## src/rtl/cntloop_pkg.sv

```systemverilog
package cntloop_pkg;

    typedef enum logic [1:0] {
        OPC_SEQ  = 2'b00,
        OPC_JUMP = 2'b01,
        OPC_LOOP = 2'b10,
        OPC_RSVD = 2'b11
    } opc_e;

endpackage

```

## src/rtl/nip_target_calc.sv

```systemverilog
module nip_target_calc #(
    parameter int ADDR_W = 32,
    parameter int OFF_W  = 8,
    parameter int LEN_W  = 4
) (
    input  logic [ADDR_W-1:0] cur_ip,
    input  logic [LEN_W-1:0]  len,
    input  logic [OFF_W-1:0]  off,
    output logic [ADDR_W-1:0] fall_ip,
    output logic [ADDR_W-1:0] target_ip
);

    localparam int LEN_PAD = ADDR_W - LEN_W;
    localparam int OFF_PAD = ADDR_W - OFF_W;

    logic [ADDR_W-1:0] len_ext;
    logic [ADDR_W-1:0] off_ext;

    always_comb begin
        len_ext   = {{LEN_PAD{1'b0}}, len};
        // displacement is two's complement: replicate its top bit
        off_ext   = {{OFF_PAD{off[OFF_W-1]}}, off};
        fall_ip   = cur_ip + len_ext;
        target_ip = fall_ip + off_ext;
    end

endmodule

```

## src/rtl/loop_counter.sv

```systemverilog
module loop_counter #(
    parameter int CNT_W = 32
) (
    input  logic             clk,
    input  logic             rst,
    input  logic             dec_en,
    input  logic             load_en,
    input  logic [CNT_W-1:0] load_val,
    output logic [CNT_W-1:0] count_q,
    output logic [CNT_W-1:0] dec_val,
    output logic             dec_nonzero
);

    typedef struct packed {
        logic [CNT_W-1:0] cnt;
    } cnt_state_t;

    cnt_state_t st_d, st_q;

    always_comb begin
        dec_val     = st_q.cnt - CNT_W'(1);
        dec_nonzero = |dec_val;
        st_d        = st_q;
        if (load_en) begin
            st_d.cnt = load_val;
        end else if (dec_en) begin
            st_d.cnt = dec_val;
        end
    end

    always_ff @(posedge clk) begin
        if (rst) begin
            st_q <= '0;
        end else begin
            st_q <= st_d;
        end
    end

    assign count_q = st_q.cnt;

    AST_CNT_LOAD_WINS: assert property (@(posedge clk) disable iff (rst)
        load_en |=> count_q == $past(load_val));

    AST_CNT_DECREMENT: assert property (@(posedge clk) disable iff (rst)
        (dec_en && !load_en) |=> count_q == $past(count_q) - CNT_W'(1));

    AST_CNT_HOLDS: assert property (@(posedge clk) disable iff (rst)
        (!dec_en && !load_en) |=> $stable(count_q));

endmodule

```

## src/rtl/cntloop_nip_unit.sv

```systemverilog
module cntloop_nip_unit #(
    parameter int ADDR_W = 32,
    parameter int CNT_W  = 32,
    parameter int OFF_W  = 8,
    parameter int LEN_W  = 4
) (
    input  logic              clk,
    input  logic              rst,
    input  logic              instr_valid_i,
    input  logic [ADDR_W-1:0] cur_ip_i,
    input  logic [LEN_W-1:0]  instr_len_i,
    input  logic [1:0]        op_class_i,
    input  logic [OFF_W-1:0]  rel_off_i,
    input  logic              cnt_load_i,
    input  logic [CNT_W-1:0]  cnt_load_val_i,
    output logic [ADDR_W-1:0] next_ip_o,
    output logic              taken_o,
    output logic [CNT_W-1:0]  count_o
);

    import cntloop_pkg::*;

    typedef struct packed {
        logic [ADDR_W-1:0] ip;
        logic              taken;
    } nip_state_t;

    nip_state_t st_d, st_q;

    opc_e              opc;
    logic [ADDR_W-1:0] fall_ip;
    logic [ADDR_W-1:0] target_ip;
    logic              loop_dec;
    logic [CNT_W-1:0]  cnt_dec_val;
    logic              cnt_dec_nz;
    logic [CNT_W-1:0]  cnt_q;

    assign opc      = opc_e'(op_class_i);
    assign loop_dec = instr_valid_i && (opc == OPC_LOOP);

    nip_target_calc #(
        .ADDR_W (ADDR_W),
        .OFF_W  (OFF_W),
        .LEN_W  (LEN_W)
    ) tgt_i (
        .cur_ip    (cur_ip_i),
        .len       (instr_len_i),
        .off       (rel_off_i),
        .fall_ip   (fall_ip),
        .target_ip (target_ip)
    );

    loop_counter #(
        .CNT_W (CNT_W)
    ) cnt_i (
        .clk         (clk),
        .rst         (rst),
        .dec_en      (loop_dec),
        .load_en     (cnt_load_i),
        .load_val    (cnt_load_val_i),
        .count_q     (cnt_q),
        .dec_val     (cnt_dec_val),
        .dec_nonzero (cnt_dec_nz)
    );

    always_comb begin
        st_d       = st_q;
        st_d.taken = 1'b0;
        if (instr_valid_i) begin
            unique case (opc)
                OPC_JUMP: begin
                    st_d.ip    = target_ip;
                    st_d.taken = 1'b1;
                end
                OPC_LOOP: begin
                    // decrement first, then test the decremented value
                    st_d.ip    = cnt_dec_nz ? target_ip : fall_ip;
                    st_d.taken = cnt_dec_nz;
                end
                default: begin
                    st_d.ip    = fall_ip;
                    st_d.taken = 1'b0;
                end
            endcase
        end
    end

    always_ff @(posedge clk) begin
        if (rst) begin
            st_q <= '0;
        end else begin
            st_q <= st_d;
        end
    end

    assign next_ip_o = st_q.ip;
    assign taken_o   = st_q.taken;
    assign count_o   = cnt_q;

    AST_IDLE_FREEZE: assert property (@(posedge clk) disable iff (rst)
        !instr_valid_i |=> (!taken_o && $stable(next_ip_o)));

    AST_JUMP_ALWAYS_TAKEN: assert property (@(posedge clk) disable iff (rst)
        (instr_valid_i && op_class_i == 2'b01) |=> taken_o);

    AST_SEQ_NEVER_TAKEN: assert property (@(posedge clk) disable iff (rst)
        (instr_valid_i && (op_class_i == 2'b00 || op_class_i == 2'b11)) |=> !taken_o);

    AST_LOOP_LAST_PASS_EXITS: assert property (@(posedge clk) disable iff (rst)
        (instr_valid_i && op_class_i == 2'b10 && count_o == CNT_W'(1))
        |=> (!taken_o && next_ip_o == $past(cur_ip_i) + ADDR_W'($past(instr_len_i))));

    AST_LOOP_ZERO_WRAPS_TAKEN: assert property (@(posedge clk) disable iff (rst)
        (instr_valid_i && op_class_i == 2'b10 && count_o == '0) |=> taken_o);

endmodule

```

## config.mk

```make
export PLATFORM = sky130hd
export DESIGN_NAME = cntloop_nip_unit
export DESIGN_NICKNAME = d
export VERILOG_FILES = /design/src/rtl/cntloop_pkg.sv /design/src/rtl/nip_target_calc.sv /design/src/rtl/loop_counter.sv /design/src/rtl/cntloop_nip_unit.sv
export SDC_FILE = /design/constraint.sdc
export NUM_CORES = 1
export LEC_CHECK = 0
export ABC_CLOCK_PERIOD_IN_PS = 7400
export BUFFER_PORTS_ARGS = -buffer_cell sky130_fd_sc_hd__buf_2
export CORE_MARGIN = 3
export CORE_UTILIZATION = 59
export CTS_CLUSTER_DIAMETER = 100
export DETAILED_ROUTE_END_ITERATION = 16
export PLACE_DENSITY = 0.84
export REMOVE_ABC_BUFFERS = 1
export SLEW_MARGIN = 20
export SYNTH_ARGS = -nofsm -noshare
export SYNTH_HDL_FRONTEND = slang
export SYNTH_SLANG_ARGS = --single-unit
```

## constraint.sdc

```tcl
create_clock -name clk -period 7.4 [get_ports clk]
set_input_delay 0.37 -clock clk [delete_from_list [all_inputs] [get_ports clk]]
set_output_delay 0.37 -clock clk [all_outputs]
set_load 0.01 [all_outputs]
```

==> flow_summary.ini, run 1 <==
[finish]
area_growth_pct = 16.7
finish.utilization_pct = 71.9
antenna_cells = 0
layout-drive-gt1-share_pct = 20.5
fin_nets = 1001

[clock_tree]
numCtsBuffers = 9
clock_latency_ps = 360
cts_hold_buf = 0
cts_tree = yes
clkTransAtPathRegs_ps = 80
post_cts_resize_count = 0
post_cts_buffers = 0
clock_path_buffers = 2
clockRootBuffer = clkbuf_8
clkSinkCount = 65
htree_levels = 3

[global_routing]
grt_pass1_vias = 5943
grt_usage_pct = 29.4
busiest_layer = met2
grt_use_met1_pct = 36.4
antenna_found_initial = 0
grt_overflow = 0
grt_max_degree = 61
use_met3_pct = 5.50
grt_pass1_wl_um = 27500
use_met2_pct = 51.6

[routing]
drt-total-wl_um = 16700
drt-pass1-iter-count = 5
drtAntennaViolNets = 0
wl_per_cell_um = 16.6
drt_iter0_drc = 607
vias = 6216
vias_per_cell = 6.16
drc = 0

[floorplan]
start_util_pct = 61.6
io_pins = 147
core.rowCount = 35
coreArea_mm2 = 0.00937
die_w_um = 105
dieArea_mm2 = 0.0110
die_y_um = 105

[synthesis]
synth_top_family_by_area = simple AND/OR/NAND/NOR gates
ys_seq_area_share_pct = 22.5
syn-cell-area_mm2 = 0.00577
synthMuxAreaShare_pct = 0.889
synth_compound_area_share_pct = 22.5
synthSimpleGateAreaFrac_pct = 25.3
avgSynthCellArea_um2 = 7.67
synthXorXnorAreaFrac_pct = 14.4
synth_fa_ha_area_share_pct = 9.80
synth_flop_cell = dfxtp_1
ys_warn_count = 0
ys_seq_elements = 65
synthCells = 753
synthArstFlopShare_pct = 0
synth-edff-count = 0
ys_types = 66

[sta]
worstMarginPinSlew_ps = 1010
slew_headroom_pct = 32.7
fin_crit_ps = 4420
fmax_mhz = 226
worst_clock_skew_ps = 13.2
finalHoldViolCount = 0
drv_slew = 0
setup_viol = 0
rsz0062_at_grt = no
finalCritPeriodShare_pct = 59.8
fin_tns_setup_ps = 0

[pwr]
power_density_mw_per_mm2 = 174
vdd_drop_max_mv = 0.117
leakagePower_uw = 0.00304

[setup_path]
crit_family = compound AO/OA/AOI/OAI gates
regToRegSetupSlack_ps = 3290
crit_fanout = 7
cp_common_cell = a21oi_1
critPathSlowestCell = a21oi_1
crit_chain = buf_2, ha_1, a21o_1, a21o_1, a21oi_1, nor3b_1, and3_1, xor2_1, ha_1, nand4_1, a21oi_1, a21oi_1, a21oi_1, nor4b_1, o21ai_0, a31oi_1, or4_1, nand3_1
worstPathRequired_ps = 7700
cp-end-kind = flip-flop
cp_num_buf_inv = 1
crit_type = in2reg
max_stage_delay_ps = 490
start_kind = input pin
cp.arrival_ps = 4720

[hold_path]
hold_path.class = in2reg

[run_status]
status = complete, no violations

[placement]
dpl.hpwl_um = 12400
port_buffers = 146
place_congestion = 0.961

[flow_run]
cap_viol_max_count = 0
## cells in the mapped netlist (all sizes together), types with 4 or more instances
| cell | instances | area [µm²] |
|---|---|---|
| o21ai | 34 | 170 |
| xor2 | 53 | 464 |
| a21oi | 66 | 330 |
| o211ai | 5 | 37.5 |
| mux2i | 4 | 40.0 |
| buf | 12 | 78.8 |
| nor4b | 4 | 50.1 |
| a21o | 16 | 120 |
| a211oi | 10 | 75.1 |
| and3 | 6 | 37.5 |
| and2 | 8 | 50.1 |
| nor2b | 6 | 37.5 |
| nor4 | 15 | 143 |
| nor3 | 14 | 75.1 |
| nand3b | 7 | 52.6 |
| o21bai | 4 | 30.0 |
| nor2 | 110 | 413 |
| a31oi | 10 | 77.6 |
| nand4 | 16 | 113 |
| xnor2 | 42 | 368 |
| ha | 42 | 526 |
| dfxtp | 65 | 1300 |
| clkbuf | 25 | 93.8 |
| o31ai | 4 | 30.0 |
| a22oi | 28 | 210 |
| nand3 | 29 | 145 |
| nand2b | 9 | 56.3 |
| inv | 24 | 90.1 |
| nand2 | 43 | 164 |
## per-layer routing
layer | wire length (µm) | vias up | share of wire [%]
li1 | - | 2971 | -
met1 | 6870 | 2843 | 41
met2 | 7950 | 355 | 48
met3 | 1520 | 47 | 9.1
met4 | 378 | 0 | 2.3
met5 | 0 | - | 0
## tightest hold or removal path, cell delays in order
cell	delay (ps)
buf_2	70
a21oi_1	50
nor2_1	70
## cells by family after synthesis
kind of cell               count (synthesis)
and+or+nand+nor                          282
AOI/OAI and AO/OA                        201
buffers and inverters                     61
muxes                                      5
adders and majority gates                 44
DFF                                       65
xor gates and xnor gates                  95
## cells in the final DEF (no fill, tap or decap), types with 5 or more instances in the layout
cell type    n
inv_1       24
nand2b_1     9
buf_2      146
and3_1       6
nand2_1     42
o211ai_1     5
nor2b_1      6
nand4_1     14
nor3_1      13
clkbuf_8    10
a21o_1      16
nor4_1      10
xor2_1      53
nand3_1     29
a22oi_1     28
a211oi_1    10
o21ai_0     34
nor2_1     110
xnor2_1     42
nand3b_1     7
ha_1        42
a31oi_1      9
a21oi_1     66
and2_1       8
dfxtp_1     65
## per-stage QoR
stage | hold WS (ps) | total power [µW] | worst slack [ps] | instances | area (µm²)
floorplan | 442 | 679 | 3490 | 716 | 5600
global placement | 458 | 794 | 3000 | 993 | 6510
detailed placement | 465 | 809 | 2790 | 993 | 6510
CTS | 233 | 1170 | 3070 | 1009 | 6740
global route | 240 | 1230 | 2730 | 1009 | 6740
finish | 236 | 1170 | 2980 | 1009 | 6740
## report_power, final
part           total [µW]  leakage [µW]  internal (µW)  switching [µW]
combinational         406       0.00239            170             235
clock                 358      0.000113            200             158
sequential            407      0.000535            376            31.2
total                1170       0.00304            746             425
## sequential cells by signal, indices dropped and copies added, names as in the netlist
register / cells
taken_o: 1
next_ip_o: 32
cnt_i.count_q: 32
## worst paths after layout
| path | from | end | cells past startpoint |
|---|---|---|---|
| max | cur_ip_i[1] | next_ip_o[30] | 18 |
| min reg2reg | next_ip_o[11] | next_ip_o[11] | 2 |
| min | cnt_load_val_i[10] | cnt_i.count_q[10] | 3 |
| max reg2reg | cnt_i.count_q[0] | next_ip_o[29] | 11 |
## area by class of cell
cell class | instances | area [µm²]
repair buffers | 148 | 746
flip-flops and latches | 65 | 1300
fillers | 791 | 2640
well taps | 129 | 161
multi-input cells | 627 | 4210
inverters | 24 | 90.1
clock buffers | 10 | 138
clock inverters | 6 | 90.1
Note: power is estimated with default switching activity, not from simulation.
==> inputs of run 2 (changes only) <==
Settings changed: ABC_AREA set to 1, ABC_CLOCK_PERIOD_IN_PS 7400 to 4300, CORE_UTILIZATION 59 to 56, PLACE_DENSITY 0.84 to 0.79.
Clock period 7.4 ns to 4.3 ns, I/O delays scaled along.
==> flow_summary.ini, run 2 <==
[global_routing]
grt_usage_pct = 30.4
grt_overflow = 0
antenna_found_initial = 0
grt_pass1_vias = 6991
grt_max_degree = 35
grt_pass1_wl_um = 32300

[pwr]
leakagePower_uw = 0.00358
p_int_uw = 1450
power.share.sequential_pct = 29.6
p_switching_uw = 870
power_density_mw_per_mm2 = 310
combPwrFrac_pct = 35.6
power.total_uw = 2320
vdd_drop_max_mv = 0.208
clkPwrFrac_pct = 34.9
sw_frac_of_total_pct = 37.4

[synthesis]
ys_seq_area_share_pct = 20.3
netlist.area_leader.share_pct = 20.3
synth-edff-count = 0
ys_types = 42
synth.most_common_cell = nand2_1
synthCells = 1036
yosys.area.top_type = dfxtp_1
synthArstFlopShare_pct = 0
ys_seq_elements = 65
synth_flop_cell = dfxtp_1
avgSynthCellArea_um2 = 6.18
yosys-top-cells-area = dfxtp_1 (20%), nand2_1 (17%), ha_1 (8.2%)
syn-cell-area_mm2 = 0.00641
ys_warn_count = 0
synth_top_cells_by_count = nand2_1 (283), a21oi_1 (99), nor2_1 (96)

[routing]
vias = 7387
vias_per_cell = 5.64
wl_per_cell_um = 14.8
drt_iter0_drc = 598
drtAntennaViolNets = 0
drc = 0
drt-total-wl_um = 19400
drt-pass1-iter-count = 6

[setup_path]
cp_common_cell = nor2_1
worstPathRequired_ps = 4570
cp.arrival_ps = 4010
crit_chain = buf_2, ha_1, nand3_1, nand2_1, a21boi_0, nor2_1, nand2_1, nor2_1, xnor2_1, inv_1, ha_1, a21oi_1, o21ai_0, a21oi_1, nor2_1, a211oi_1, o21ai_0, xor2_1, nand3_1, a21oi_2
crit_type = in2reg
start_kind = input pin
critPathSlowestCell = nor2_1
crit_fanout = 6
max_stage_delay_ps = 390
cp-end-kind = flip-flop

[floorplan]
core.rowCount = 38
die_w_um = 113
io_pins = 147
die_y_um = 113
coreArea_mm2 = 0.0110
start_util_pct = 58.1
dieArea_mm2 = 0.0128

[clock_tree]
cts_hold_buf = 0
clkSinkCount = 65
cts_tree = yes
clockRootBuffer = clkbuf_16
post_cts_resize_count = 0
numCtsBuffers = 9
post_cts_buffers = 0
clock_latency_ps = 340
htree_levels = 3
clkTransAtPathRegs_ps = 60
clock_path_buffers = 2

[placement]
dpl.hpwl_um = 14700
port_buffers = 146
place_congestion = 1.00
placed_cell_area_mm2 = 0.00718

[sta]
worstMarginPinSlew_ps = 1000
fin_crit_ps = 3740
slew_headroom_pct = 33.2
finalHoldViolCount = 0
drv_slew = 0
fmax_mhz = 268
fin_tns_setup_ps = 0
finalCritPeriodShare_pct = 86.9
rsz0062_at_grt = no
setup_viol = 0
worst_clock_skew_ps = 8.54

[hold_path]
hold_path.class = in2reg

[finish]
antenna_cells = 0
fin_nets = 1290
layout_commonest_cell = nand2_1
area_growth_pct = 17.0
design_area_mm2 = 0.00750
layout-drive-gt1-share_pct = 17.7
mostFrequentLayoutCells = nand2_1 (283), buf_2 (146), a21oi_1 (99)

[flow_run]
cap_viol_max_count = 0

[run_status]
status = complete, no violations
run 2: changes by cell type after synthesis, sizes merged, moves of 20 or more:
| cell | previous run | this run |
|---|---|---|
| a21oi | 66 | 109 |
| a22oi | 28 | 0 |
| a31oi | 10 | 30 |
| inv | 24 | 89 |
| nand2 | 43 | 289 |
| nand3 | 29 | 61 |
| o21ai | 34 | 68 |
| xnor2 | 42 | 17 |
run 2: final timing paths:
check	start	endpoint	slack (ps)	cells after the start
hold reg to reg	next_ip_o[2]	next_ip_o[2]	470	2
setup / recovery	cur_ip_i[2]	next_ip_o[30]	560	20
setup reg to reg	cnt_i.count_q[0]	next_ip_o[3]	1440	19
hold / removal	cnt_load_val_i[2]	cnt_i.count_q[2]	150	3
run 2: cell type report:
class                   instances  area [µm²]
fillers                      1112        3530
clock buffers                   9         225
multi-input cells             848        4610
repair buffers                149         753
well taps                     140         175
flip-flops and latches         65        1300
inverters                      91         342
clock inverters                 7        95.1
run 2: cell families after synthesis:
family / count (synthesis) / synth area share, %
buffers and inverters: 123 / 7.77
DFF: 65 / 20.3
AOI/OAI and AO/OA: 224 / 19.4
xor gates and xnor gates: 59 / 8.06
adders and majority gates: 44 / 8.83
and+or+nand+nor: 521 / 35.7
run 2: critical path: cells and delay by family:
family	cells	cell delay, ps
AO/OA/AOI/OAI	7	1280
adder cells (fa/ha/maj)	2	710
AND/OR/NAND/NOR	7	1210
XOR/XNOR	2	390
buffers and inverters	2	210
run 2: power by group through the flow:
stage                     combinational, µW  sequential, µW  clock, µW
after global placement                  805             698          0
after floorplan                         541             713          0
after global routing                    929             693        837
after detailed placement                807             699          0
final                                   826             687        810
after CTS                               817             686        811
run 2: stage by stage:
stage / utilization (%) / hold slack [ps] / setup slack (ps) / instances
detailed placement: 65.1 / 470 / 355 / 1293
CTS: 68.0 / 146 / 680 / 1309
global placement: 65.1 / 468 / 413 / 1293
floorplan: - / 284 / 1110 / 1004
global route: 68.0 / 165 / 208 / 1309
finish: 68.0 / 145 / 563 / 1309
run 2: per-layer routing:
metal	up-vias	routed length, µm	GRT usage (%)
met2	277	9190	53.4
met1	3331	8320	37.8
met5	-	0	0
met4	0	570	11.8
li1	3726	-	-
met3	53	1270	3.64
==> inputs of run 3 (changes only) <==
--- a/config.mk
+++ b/config.mk
@@ -7,3 +7,2 @@
 export LEC_CHECK = 0
-export ABC_AREA = 1
 export ABC_CLOCK_PERIOD_IN_PS = 4300
@@ -11,3 +10,3 @@
 export CORE_MARGIN = 3
-export CORE_UTILIZATION = 56
+export CORE_UTILIZATION = 55
 export CTS_CLUSTER_DIAMETER = 100
==> constraint.sdc (replaced) <==
create_clock -name clk -period 4.3 [get_ports clk]
set_input_delay 1.075 -clock clk [delete_from_list [all_inputs] [get_ports clk]]
set_output_delay 1.075 -clock clk [all_outputs]
set_load 0.01 [all_outputs]
==> flow_summary.ini, run 3 (same netlist as run 1, synthesis figures left out) <==
[floorplan]
coreArea_mm2 = 0.0100
core.rowCount = 36
die_y_um = 108
start_util_pct = 57.7
dieArea_mm2 = 0.0118
die_w_um = 108
io_pins = 147

[sta]
worstMarginPinSlew_ps = 1000
slew_headroom_pct = 33.0
finalCritPeriodShare_pct = 103
worst_clock_skew_ps = 11.2
hold_ws_ps = 479
drv_slew = 0
fmax_mhz = 225
fin_crit_ps = 4440
post-route-worst-setup-slack_ps = -137
setup_viol = 3
finalHoldViolCount = 0

[finish]
ff_latch_area_mm2 = 0.00130
mostFrequentLayoutCells = buf_2 (145), buf_4 (130), nor2_1 (107)
fin_nets = 1131
design_area_mm2 = 0.00804
antenna_cells = 0
multi_input_area_mm2 = 0.00453
layout_commonest_cell = buf_2
area_growth_pct = 39.3
fillers = 679
layout-drive-gt1-share_pct = 35.0

[clock_tree]
cts_tree = yes
numCtsBuffers = 9
clock_latency_ps = 380
clock_path_buffers = 2
cts_hold_buf = 0
clkSinkCount = 65
htree_levels = 3
clkTransAtPathRegs_ps = 70
clockRootBuffer = clkbuf_8

[placement]
dpl.hpwl_um = 13900
placed_cell_area_mm2 = 0.00734
port_buffers = 146
place_congestion = 0.973

[pwr]
power.share.sequential_pct = 31.3
power_density_mw_per_mm2 = 279
leakagePower_uw = 0.00372
p_switching_uw = 814
clkPwrFrac_pct = 27.2
combPwrFrac_pct = 41.5
p_int_uw = 1430
vdd_drop_max_mv = 0.259
sw_frac_of_total_pct = 36.3

[run_status]
status = complete, but fails checks
violations = negative setup slack

[global_routing]
grt_usage_pct = 31.1
grt_pass1_wl_um = 29400
grt_pass1_vias = 6377
grt_overflow = 0
antenna_found_initial = 0
grt_max_degree = 61

[routing]
drt-total-wl_um = 20100
vias_per_cell = 6.03
drc = 0
drt-pass1-iter-count = 7
wl_per_cell_um = 17.6
vias = 6896
drt_iter0_drc = 633
drtAntennaViolNets = 0

[setup_path]
crit_family = compound AO/OA/AOI/OAI gates
startpoint = cur_ip_i[1]
r2r_cells = 12
worstPathRequired_ps = 4570
crit_chain = clkbuf_4, ha_4, a21o_1, a21o_1, a21oi_2, buf_4, nor3b_1, xor2_1, ha_1, nand2_1, o21ai_2, a21oi_2, a31oi_4, buf_6, o311a_1, o21a_1, a21oi_2, xnor2_1, a21o_1
cp.arrival_ps = 4710
r2r-start = cnt_i.count_q[0]
crit_type = in2reg
critPathSlowestCell = ha_1
cp_num_buf_inv = 3
crit_fanout = 6
start_kind = input pin
crit_cells = 19
cp-end-kind = flip-flop
max_stage_delay_ps = 360

[hold_path]
hold_path.class = reg2reg
min-delay-start = next_ip_o[21]
hold_depth = 2

[flow_run]
cap_viol_max_count = 0
[run 3: changes by cell type in the layout (fill, tap and decap cells not counted), sizes merged, moves of 28 or more]
cell   before  now
a22oi       0   28
nand3      61   29
nand2     289   43
buf       149  277
inv        89   24
a21oi     109   66
o21ai      68   34
[run 3: timing repair]
item | CTS | global route
setup endpoints to repair | 9 | 14
pin swaps | 11 | 43
hold endpoints to repair | 0 | 0
resized for setup | 12 | 48
buffers inserted | 7 | 16
[run 3: final timing paths]
path | to | slack, ps
max | next_ip_o[23] | -140
min | next_ip_o[21] | 480
max reg2reg | next_ip_o[30] | 520
min reg2reg | next_ip_o[21] | 480
[run 3: per-layer routing]
metal / GRT usage [%] / vias to the layer above / share of wire [%]
met1: 37.0 / 3193 / 39
li1: - / 3218 / -
met4: 15.5 / 0 / 4.5
met5: 0 / - / 0
met3: 6.63 / 93 / 8.4
met2: 52.8 / 392 / 48
[run 3: worst min-delay path, cell delays in order (launching register included)]
cell and delay (ps):
dfxtp_1 330, a22oi_1 60, o21ai_0 60
[run 3: metrics by stage]
stage	instances	setup TNS (ps)	setup slack [ps]	utilization [%]	total power (µW)
floorplan	716	-942	-312	-	1170
global placement	1105	-4730	-543	73.4	1500
detailed placement	1105	-6300	-706	73.4	1520
CTS	1128	-57.0	-44.2	76.6	2150
global route	1143	-578	-119	80.4	2350
finish	1143	-175	-137	80.4	2240
[run 3: area by class of cell]
type                            count  share of cell area (%)
Clock buffer                       11                    1.76
Clock inverter                      5                   0.980
Inverter                           24                    1.12
Multi-Input combinational cell    627                    56.3
Sequential cell                    65                    16.2
Tap cell                          133                    2.07
Timing Repair Buffer              278                    21.6
[run 3: power groups by stage]
stage                     Clock [µW]  Sequential [µW]  Combinational (µW)
after global routing             639              707                1010
after CTS                        615              700                 834
after detailed placement           0              713                 810
after floorplan                    0              724                 444
after global placement             0              711                 787
final                            610              702                 932
